## src/rtl/sd_pkg.sv

```systemverilog
package sd_pkg;
    typedef enum logic [2:0] {
        ST_IDLE,
        ST_AVG_GO,
        ST_AVG_WAIT,
        ST_SD_GO,
        ST_SD_WAIT,
        ST_EMIT
    } sd_state_e;

    localparam int C_ACC   = 0;
    localparam int C_CYC   = 1;
    localparam int C_ACCHP = 2;
    localparam int C_CYCHP = 3;
    localparam int C_Q     = 4;
    localparam int C_LAT   = 5;
    localparam int C_ND    = 6;
    localparam int NCTR    = 7;
endpackage

```

## src/rtl/sd_div.sv

```systemverilog
module sd_div #(
    parameter int W = 40
) (
    input  logic         clk,
    input  logic         rst_n,
    input  logic         go,
    input  logic [W-1:0] num,
    input  logic [W-1:0] den,
    output logic         busy,
    output logic         done,
    output logic [W-1:0] quo
);
    localparam int CW = $clog2(W + 1);

    logic [W:0]    rem;
    logic [W-1:0]  dv;
    logic [CW-1:0] cnt;
    logic [W:0]    sh;

    assign sh = {rem[W-1:0], quo[W-1]};

    always_ff @(posedge clk) begin
        if (!rst_n) begin
            rem  <= '0;
            quo  <= '0;
            dv   <= '0;
            cnt  <= '0;
            busy <= 1'b0;
            done <= 1'b0;
        end else begin
            done <= 1'b0;
            if (go && !busy) begin
                rem  <= '0;
                quo  <= num;
                dv   <= den;
                cnt  <= CW'(W);
                busy <= 1'b1;
            end else if (busy) begin
                if (sh >= {1'b0, dv}) begin
                    rem <= sh - {1'b0, dv};
                    quo <= {quo[W-2:0], 1'b1};
                end else begin
                    rem <= sh;
                    quo <= {quo[W-2:0], 1'b0};
                end
                cnt <= cnt - 1'b1;
                if (cnt == CW'(1)) begin
                    busy <= 1'b0;
                    done <= 1'b1;
                end
            end
        end
    end
endmodule

```

## src/rtl/sd_miss_track.sv

```systemverilog
module sd_miss_track #(
    parameter int TAG_W = 2,
    parameter int TS_W  = 12
) (
    input  logic             clk,
    input  logic             rst_n,
    input  logic             iss_v,
    input  logic [TAG_W-1:0] iss_tag,
    input  logic             ret_v,
    input  logic [TAG_W-1:0] ret_tag,
    output logic             outstanding,
    output logic [TS_W-1:0]  ret_lat
);
    localparam int NSLOT = 1 << TAG_W;

    logic [TS_W-1:0] now;
    logic [TS_W-1:0] ts  [NSLOT];
    logic            vld [NSLOT];

    always_ff @(posedge clk) begin
        if (!rst_n) now <= '0;
        else        now <= now + 1'b1;
    end

    for (genvar g = 0; g < NSLOT; g++) begin : g_slot
        always_ff @(posedge clk) begin
            if (!rst_n) begin
                vld[g] <= 1'b0;
                ts[g]  <= '0;
            end else if (iss_v && iss_tag == TAG_W'(g)) begin
                vld[g] <= 1'b1;
                ts[g]  <= now;
            end else if (ret_v && ret_tag == TAG_W'(g)) begin
                vld[g] <= 1'b0;
            end
        end
    end

    always_comb begin
        outstanding = 1'b0;
        for (int i = 0; i < NSLOT; i++) outstanding = outstanding | vld[i];
    end

    assign ret_lat = now - ts[ret_tag];
endmodule

```

## src/rtl/sd_ctr_bank.sv

```systemverilog
module sd_ctr_bank #(
    parameter int CNT_W = 16,
    parameter int LAT_W = 12
) (
    input  logic             clk,
    input  logic             rst_n,
    input  logic             clear,
    input  logic             acc_v,
    input  logic             hi_pri,
    input  logic             q_cond,
    input  logic             lat_v,
    input  logic [LAT_W-1:0] lat,
    output logic [CNT_W-1:0] nxt [sd_pkg::NCTR]
);
    import sd_pkg::*;

    logic [CNT_W-1:0] inc [NCTR];

    always_comb begin
        inc[C_ACC]   = CNT_W'(acc_v);
        inc[C_CYC]   = CNT_W'(1);
        inc[C_ACCHP] = CNT_W'(acc_v & hi_pri);
        inc[C_CYCHP] = CNT_W'(hi_pri);
        inc[C_Q]     = CNT_W'(q_cond);
        inc[C_LAT]   = lat_v ? CNT_W'(lat) : '0;
        inc[C_ND]    = CNT_W'(lat_v);
    end

    for (genvar g = 0; g < NCTR; g++) begin : g_ctr
        logic [CNT_W-1:0] cur;
        assign nxt[g] = cur + inc[g];
        always_ff @(posedge clk) begin
            if (!rst_n || clear) cur <= '0;
            else                 cur <= nxt[g];
        end
    end
endmodule

```

## src/rtl/slowdown_est.sv

```systemverilog
module slowdown_est #(
    parameter int CNT_W = 16,
    parameter int TS_W  = 12,
    parameter int TAG_W = 2,
    parameter int RID_W = 2,
    parameter int MY_ID = 0,
    parameter int FRAC  = 8,
    parameter int OUT_W = 16
) (
    input  logic             clk,
    input  logic             rst_n,
    input  logic             interval_end,
    input  logic             acc_v,
    input  logic             hi_pri,
    input  logic             miss_iss_v,
    input  logic [TAG_W-1:0] miss_iss_tag,
    input  logic             miss_ret_v,
    input  logic [TAG_W-1:0] miss_ret_tag,
    input  logic [CNT_W-1:0] cont_miss_cnt,
    input  logic [RID_W-1:0] last_sched_id,
    output logic [OUT_W-1:0] sd_out,
    output logic             sd_done
);
    import sd_pkg::*;

    localparam int DW = 2 * CNT_W + FRAC;
    localparam int SW = 2 * CNT_W + 2;
    localparam logic [RID_W-1:0] MY_TAG = RID_W'(MY_ID);
    localparam logic [OUT_W-1:0] ONE    = OUT_W'(1 << FRAC);

    sd_state_e state, state_n;

    logic             outstanding, q_cond, lat_v, accept;
    logic [TS_W-1:0]  ret_lat;
    logic [CNT_W-1:0] nxt  [NCTR];
    logic [CNT_W-1:0] snap [NCTR];
    logic [CNT_W-1:0] s_cont, avg, den_eff;
    logic [CNT_W-1:0] s_acc, s_nd;
    logic [2*CNT_W-1:0] cont_c, p_num, p_den;
    logic signed [SW-1:0] diff;
    logic             div_go, div_busy, div_done;
    logic [DW-1:0]    div_num, div_den, div_quo;
    logic [OUT_W-1:0] res, sat_q;

    sd_miss_track #(.TAG_W(TAG_W), .TS_W(TS_W)) u_track (
        .clk(clk), .rst_n(rst_n),
        .iss_v(miss_iss_v), .iss_tag(miss_iss_tag),
        .ret_v(miss_ret_v), .ret_tag(miss_ret_tag),
        .outstanding(outstanding), .ret_lat(ret_lat)
    );

    assign q_cond = hi_pri & outstanding & (last_sched_id != MY_TAG);
    assign lat_v  = miss_ret_v & hi_pri;
    assign accept = interval_end && (state == ST_IDLE);

    sd_ctr_bank #(.CNT_W(CNT_W), .LAT_W(TS_W)) u_ctr (
        .clk(clk), .rst_n(rst_n), .clear(interval_end),
        .acc_v(acc_v), .hi_pri(hi_pri), .q_cond(q_cond),
        .lat_v(lat_v), .lat(ret_lat), .nxt(nxt)
    );

    always_ff @(posedge clk) begin
        if (!rst_n) begin
            for (int i = 0; i < NCTR; i++) snap[i] <= '0;
            s_cont <= '0;
        end else if (accept) begin
            for (int i = 0; i < NCTR; i++) snap[i] <= nxt[i];
            s_cont <= cont_miss_cnt;
        end
    end

    assign s_acc = snap[C_ACC];
    assign s_nd  = snap[C_ND];

    // alone denominator: high-priority cycles less contention and queueing
    assign cont_c  = (2*CNT_W)'(s_cont) * (2*CNT_W)'(avg);
    assign diff    = $signed(SW'(snap[C_CYCHP])) - $signed(SW'(cont_c))
                   - $signed(SW'(snap[C_Q]));
    assign den_eff = (diff <= 0) ? CNT_W'(1) : diff[CNT_W-1:0];
    assign p_num   = (2*CNT_W)'(snap[C_ACCHP]) * (2*CNT_W)'(snap[C_CYC]);
    assign p_den   = (2*CNT_W)'(den_eff) * (2*CNT_W)'(s_acc);

    always_comb begin
        div_go  = 1'b0;
        div_num = DW'(snap[C_LAT]);
        div_den = DW'(s_nd);
        if (state == ST_AVG_GO) begin
            div_go = (s_nd != '0);
        end else if (state == ST_SD_GO) begin
            div_go  = (s_acc != '0);
            div_num = {p_num, FRAC'(0)};
            div_den = DW'(p_den);
        end
    end

    sd_div #(.W(DW)) u_div (
        .clk(clk), .rst_n(rst_n), .go(div_go),
        .num(div_num), .den(div_den),
        .busy(div_busy), .done(div_done), .quo(div_quo)
    );

    assign sat_q = (|div_quo[DW-1:OUT_W]) ? '1 : div_quo[OUT_W-1:0];

    always_ff @(posedge clk) begin
        if (!rst_n) state <= ST_IDLE;
        else        state <= state_n;
    end

    always_comb begin
        state_n = state;
        unique case (state)
            ST_IDLE:     if (interval_end) state_n = ST_AVG_GO;
            ST_AVG_GO:   state_n = (s_nd != '0) ? ST_AVG_WAIT : ST_SD_GO;
            ST_AVG_WAIT: if (div_done) state_n = ST_SD_GO;
            ST_SD_GO:    state_n = (s_acc != '0) ? ST_SD_WAIT : ST_EMIT;
            ST_SD_WAIT:  if (div_done) state_n = ST_EMIT;
            ST_EMIT:     state_n = ST_IDLE;
            default:     state_n = ST_IDLE;
        endcase
    end

    always_ff @(posedge clk) begin
        if (!rst_n) begin
            avg     <= '0;
            res     <= '0;
            sd_out  <= '0;
            sd_done <= 1'b0;
        end else begin
            sd_done <= (state == ST_EMIT);
            if (accept)                               avg <= '0;
            if (state == ST_AVG_WAIT && div_done)     avg <= div_quo[CNT_W-1:0];
            if (state == ST_SD_GO && s_acc == '0)     res <= ONE;
            if (state == ST_SD_WAIT && div_done)      res <= sat_q;
            if (state == ST_EMIT)                     sd_out <= res;
        end
    end
endmodule

```

## config.mk

```make
export PLATFORM = sky130hd
export DESIGN_NAME = slowdown_est
export DESIGN_NICKNAME = d
export VERILOG_FILES = /design/src/rtl/sd_pkg.sv /design/src/rtl/sd_div.sv /design/src/rtl/sd_miss_track.sv /design/src/rtl/sd_ctr_bank.sv /design/src/rtl/slowdown_est.sv
export SDC_FILE = /design/constraint.sdc
export NUM_CORES = 2
export LEC_CHECK = 0
export ABC_AREA = 1
export BUFFER_PORTS_ARGS = -buffer_cell sky130_fd_sc_hd__buf_4
export CELL_PAD_IN_SITES_DETAIL_PLACEMENT = 1
export CELL_PAD_IN_SITES_GLOBAL_PLACEMENT = 1
export CORE_MARGIN = 3
export CORE_UTILIZATION = 35
export CTS_BUF_LIST = sky130_fd_sc_hd__clkbuf_8
export CTS_CLUSTER_SIZE = 25
export DETAILED_ROUTE_END_ITERATION = 6
export HOLD_SLACK_MARGIN = 0.12
export PLACE_DENSITY = 0.74
export SLEW_MARGIN = 15
export SYNTH_ARGS = -nofsm -noshare
export SYNTH_HDL_FRONTEND = slang
export SYNTH_SLANG_ARGS = --single-unit
```

## constraint.sdc

```tcl
create_clock -name clk -period 12.41 [get_ports clk]
set_input_delay 1.241 -clock clk [delete_from_list [all_inputs] [get_ports clk]]
set_output_delay 1.241 -clock clk [all_outputs]
set_load 0.02 [all_outputs]
```

==> impl_metrics.yaml <==
status:
  status: "finished, violations left"
  failed_checks: "negative setup slack"
grt:
  use_met3_pct: 2.79
  grt_usage_pct: 21.2
  grt_start_max_net_pins: 71
  grt_pass1_wl_um: 250000
  use_met2_pct: 37.3
  busiest_layer: "met2"
  grt-ovfl-total: 0
  globalRouteMet1Util_pct: 26.7
  antenna_found_initial: 4
  grt_pass1_vias: 46794
hold_path:
  hold_end: "sd_out[4]"
  hp-class: "flip-flop to flip-flop"
  hp-start: "sd_out[4]"
  worstHoldPathCells: 2
logic_synthesis:
  ys_async_sr_fraction_pct: 0
  syn_nets: 7532
  ys_seq_elements: 476
  yosysUniqueCellTypes: 62
  synth_fa_ha_area_share_pct: 34.3
  synthXorXnorAreaFrac_pct: 3.21
  synth_area_per_cell_um2: 7.73
  netlist_area_um2: 50200
  synth_top_area_share_pct: 24.4
  yosys.area_share.simple_pct: 18.9
  seq_area_frac_synth_pct: 22.2
  yosys.area.top_type: "fa_1"
  synth_area_leaders: "fa_1 (24%), dfxtp_1 (12%), inv_1 (11%), nand2_1 (10%), ha_1 (10%)"
  synth_flop_cell: "dfxtp_1"
  syn_inst: 6492
  synth-compound-area-share_pct: 7.97
  ys_warn_count: 0
  synthMuxAreaShare_pct: 0
  synth_top_family_by_area: "adder cells"
  synth_edf_count: 163
timing:
  fin_crit_sh_pct: 100
  slew_headroom_pct: 29.9
  fin_skew_ps: 73.2
  fin_hold_ws_ps: 447
  setup_violations: 5
  worstMarginPinSlew_ps: 1050
  min_period_ps: 12470
  finalWorstSetupSlack_ps: -60.7
  hold_violations: 0
  rsz0062_at_grt: "true"
  final-max-slew-violation-count: 0
  max_freq_ghz: 0.0802
detailed_routing:
  drtIter0Drc: 2124
  wl_per_cell_um: 18.0
  vias_per_cell: 4.89
  vias: 42872
  routed_wl_um: 158000
  drtAntennaViolNets: 0
  post-route-drc-count: 0
  dr.pass1.iters: 5
worst_setup_path:
  r2r_slack_ps: -60
  critical_path_buf_inv_count: 23
  ff2ff_path_depth: 70
  cp_top_family: "adder cells"
  max_stage_delay_ps: 540
  required_ps: 13010
  r2r-start: "s_cont[8]"
  cp.arrival_ps: 13070
  crit_slowest_cell: "fa_2"
  r2r-end: "u_div.dv[26]"
  crit_path_frequent_cell: "inv_2"
  worstSetupPathType: "flip-flop to flip-flop"
  path_max_fanout: 8
  critPathLaunchType: "flip-flop"
  setup.worst_path.end_class: "flip-flop"
floorplan:
  die_w_um: 385
  top_level_ports: 46
  dieArea_um2: 148000
  die_y_um: 385
  initial_core_util_pct: 35.4
  placementRows: 138
  coreArea_um2: 142000
clocking:
  cts_tree: "done"
  root_buffer: "clkbuf_8"
  clock_latency_ps: 800
  htree_levels: 3
  clk_pin_slew_ps: 60
  cts_sinks: 476
  cts_buffers: 85
  clock_path_buffers: 3
  cts_hold_buf: 0
placed_design:
  gp_congestion: 0.914
  hpwl_um: 125000
  port_buffers: 45
run:
  cap_violations: 0
cells_and_area:
  area_delta_synth_final_pct: 16.7
  drive_above_1_share_pct: 14.5
  nets: 7838
  final_util_pct: 41.3
cell families after synthesis:
| group | Yosys count |
|---|---|
| and+or+nand+nor | 2351 |
| buffers and inverters | 1765 |
| adders and majority gates | 1011 |
| xor gates and xnor gates | 182 |
| DFF | 476 |
| AOI/OAI and AO/OA | 707 |
layer usage:
layer	share of wire [%]	wire, um
met5	0	0
met4	3.0	4790
met3	4.3	6750
met2	50	78900
met1	43	67000
layout make-up:
type	instances	area, um^2
well taps	1890	2360
inverters	1508	5690
clock buffers	96	1320
multi-input cells	4251	33600
flip-flops and latches	476	11200
clock inverters	62	520
diodes	3	7.51
fillers	17389	83400
repair buffers	476	3880
state kept, by name, indices dropped and copies added, names as in the netlist:
signal,flops
sd_out,16
avg,16
res,16
u_div.rem,40
u_track.vld,4
u_ctr.g_ctr.cur,112
u_div.quo,40
u_div.dv,32
u_track.now,12
u_div.cnt,6
u_track.ts,48
snap,112
sd_done,1
u_div.done,1
u_div.busy,1
state,3
s_cont,16
how the worst max path moves through the flow:
stage / startpoint / end / cells past startpoint / slack [ps]
finish: s_cont[8] / u_div.dv[26] / 70 / -60
global route: s_cont[4] / u_div.dv[28] / 68 / -710
CTS: s_cont[8] / u_div.dv[31] / 70 / -10
detailed placement: avg[4] / u_div.dv[31] / 59 / -660
global placement: avg[4] / u_div.dv[31] / 68 / -380
floorplan: s_cont[8] / u_div.dv[28] / 62 / 100
synth_stat cells, drive strengths merged, types with 8 or more instances:
library cell and number:
a211oi 9, a21boi 11, a21o 9, a21oi 341, a221oi 15, a22o 10
a22oi 16, a31oi 20, buf 21, clkbuf 236, dfxtp 313, edfxtp 163
fa 611, ha 400, inv 1504, nand2 1364, nand3 141, nand4 52
nor2 699, nor3 59, nor4 16, o211ai 8, o21a 11, o21ai 195
o21bai 15, o22ai 23, or2 11, xnor2 60, xor2 122
cells in the final DEF (no fill, tap or decap), types with 51 or more instances in the layout:
master / instances
buf_4: 431
nand4_1: 51
xnor2_1: 56
nor2_1: 634
ha_1: 368
dfxtp_1: 290
inv_1: 1459
clkbuf_8: 96
nand3_1: 128
edfxtp_1: 163
nand2_2: 75
inv_2: 64
nand2_1: 1274
a21oi_1: 306
fa_1: 590
o21ai_0: 177
nor3_1: 53
xor2_1: 117
repair_timing:
| action | 4_1_cts | 5_1_grt |
|---|---|---|
| pin swaps | 49 | 196 |
| setup buffers | 19 | 42 |
| setup endpoints to repair | 22 | 24 |
| gates resized for setup | 105 | 297 |
stage by stage:
| step | instance area [um^2] | setup TNS, ps | cells | worst slack (ps) |
|---|---|---|---|---|
| after floorplan | 50200 | 0 | 6492 | 102 |
| after global placement | 54900 | -2900 | 8546 | -381 |
| after detailed placement | 54900 | -7670 | 8546 | -663 |
| after CTS | 57300 | -11.3 | 8723 | -11.3 |
| after global routing | 58600 | -8790 | 8760 | -708 |
| final | 58600 | -120 | 8762 | -60.7 |
worst reg2reg max path, delay by kind of cell, from the launching register on:
family	cells	cell delay, ps
XOR/XNOR	1	150
flip-flops	1	340
adder cells (fa/ha/maj)	15	6530
AND/OR/NAND/NOR	20	1660
AO/OA/AOI/OAI	11	1660
buffers and inverters	23	1910
Power is not shown: default switching activity piles up to over one toggle a cycle in this logic, so the estimate is an artifact.
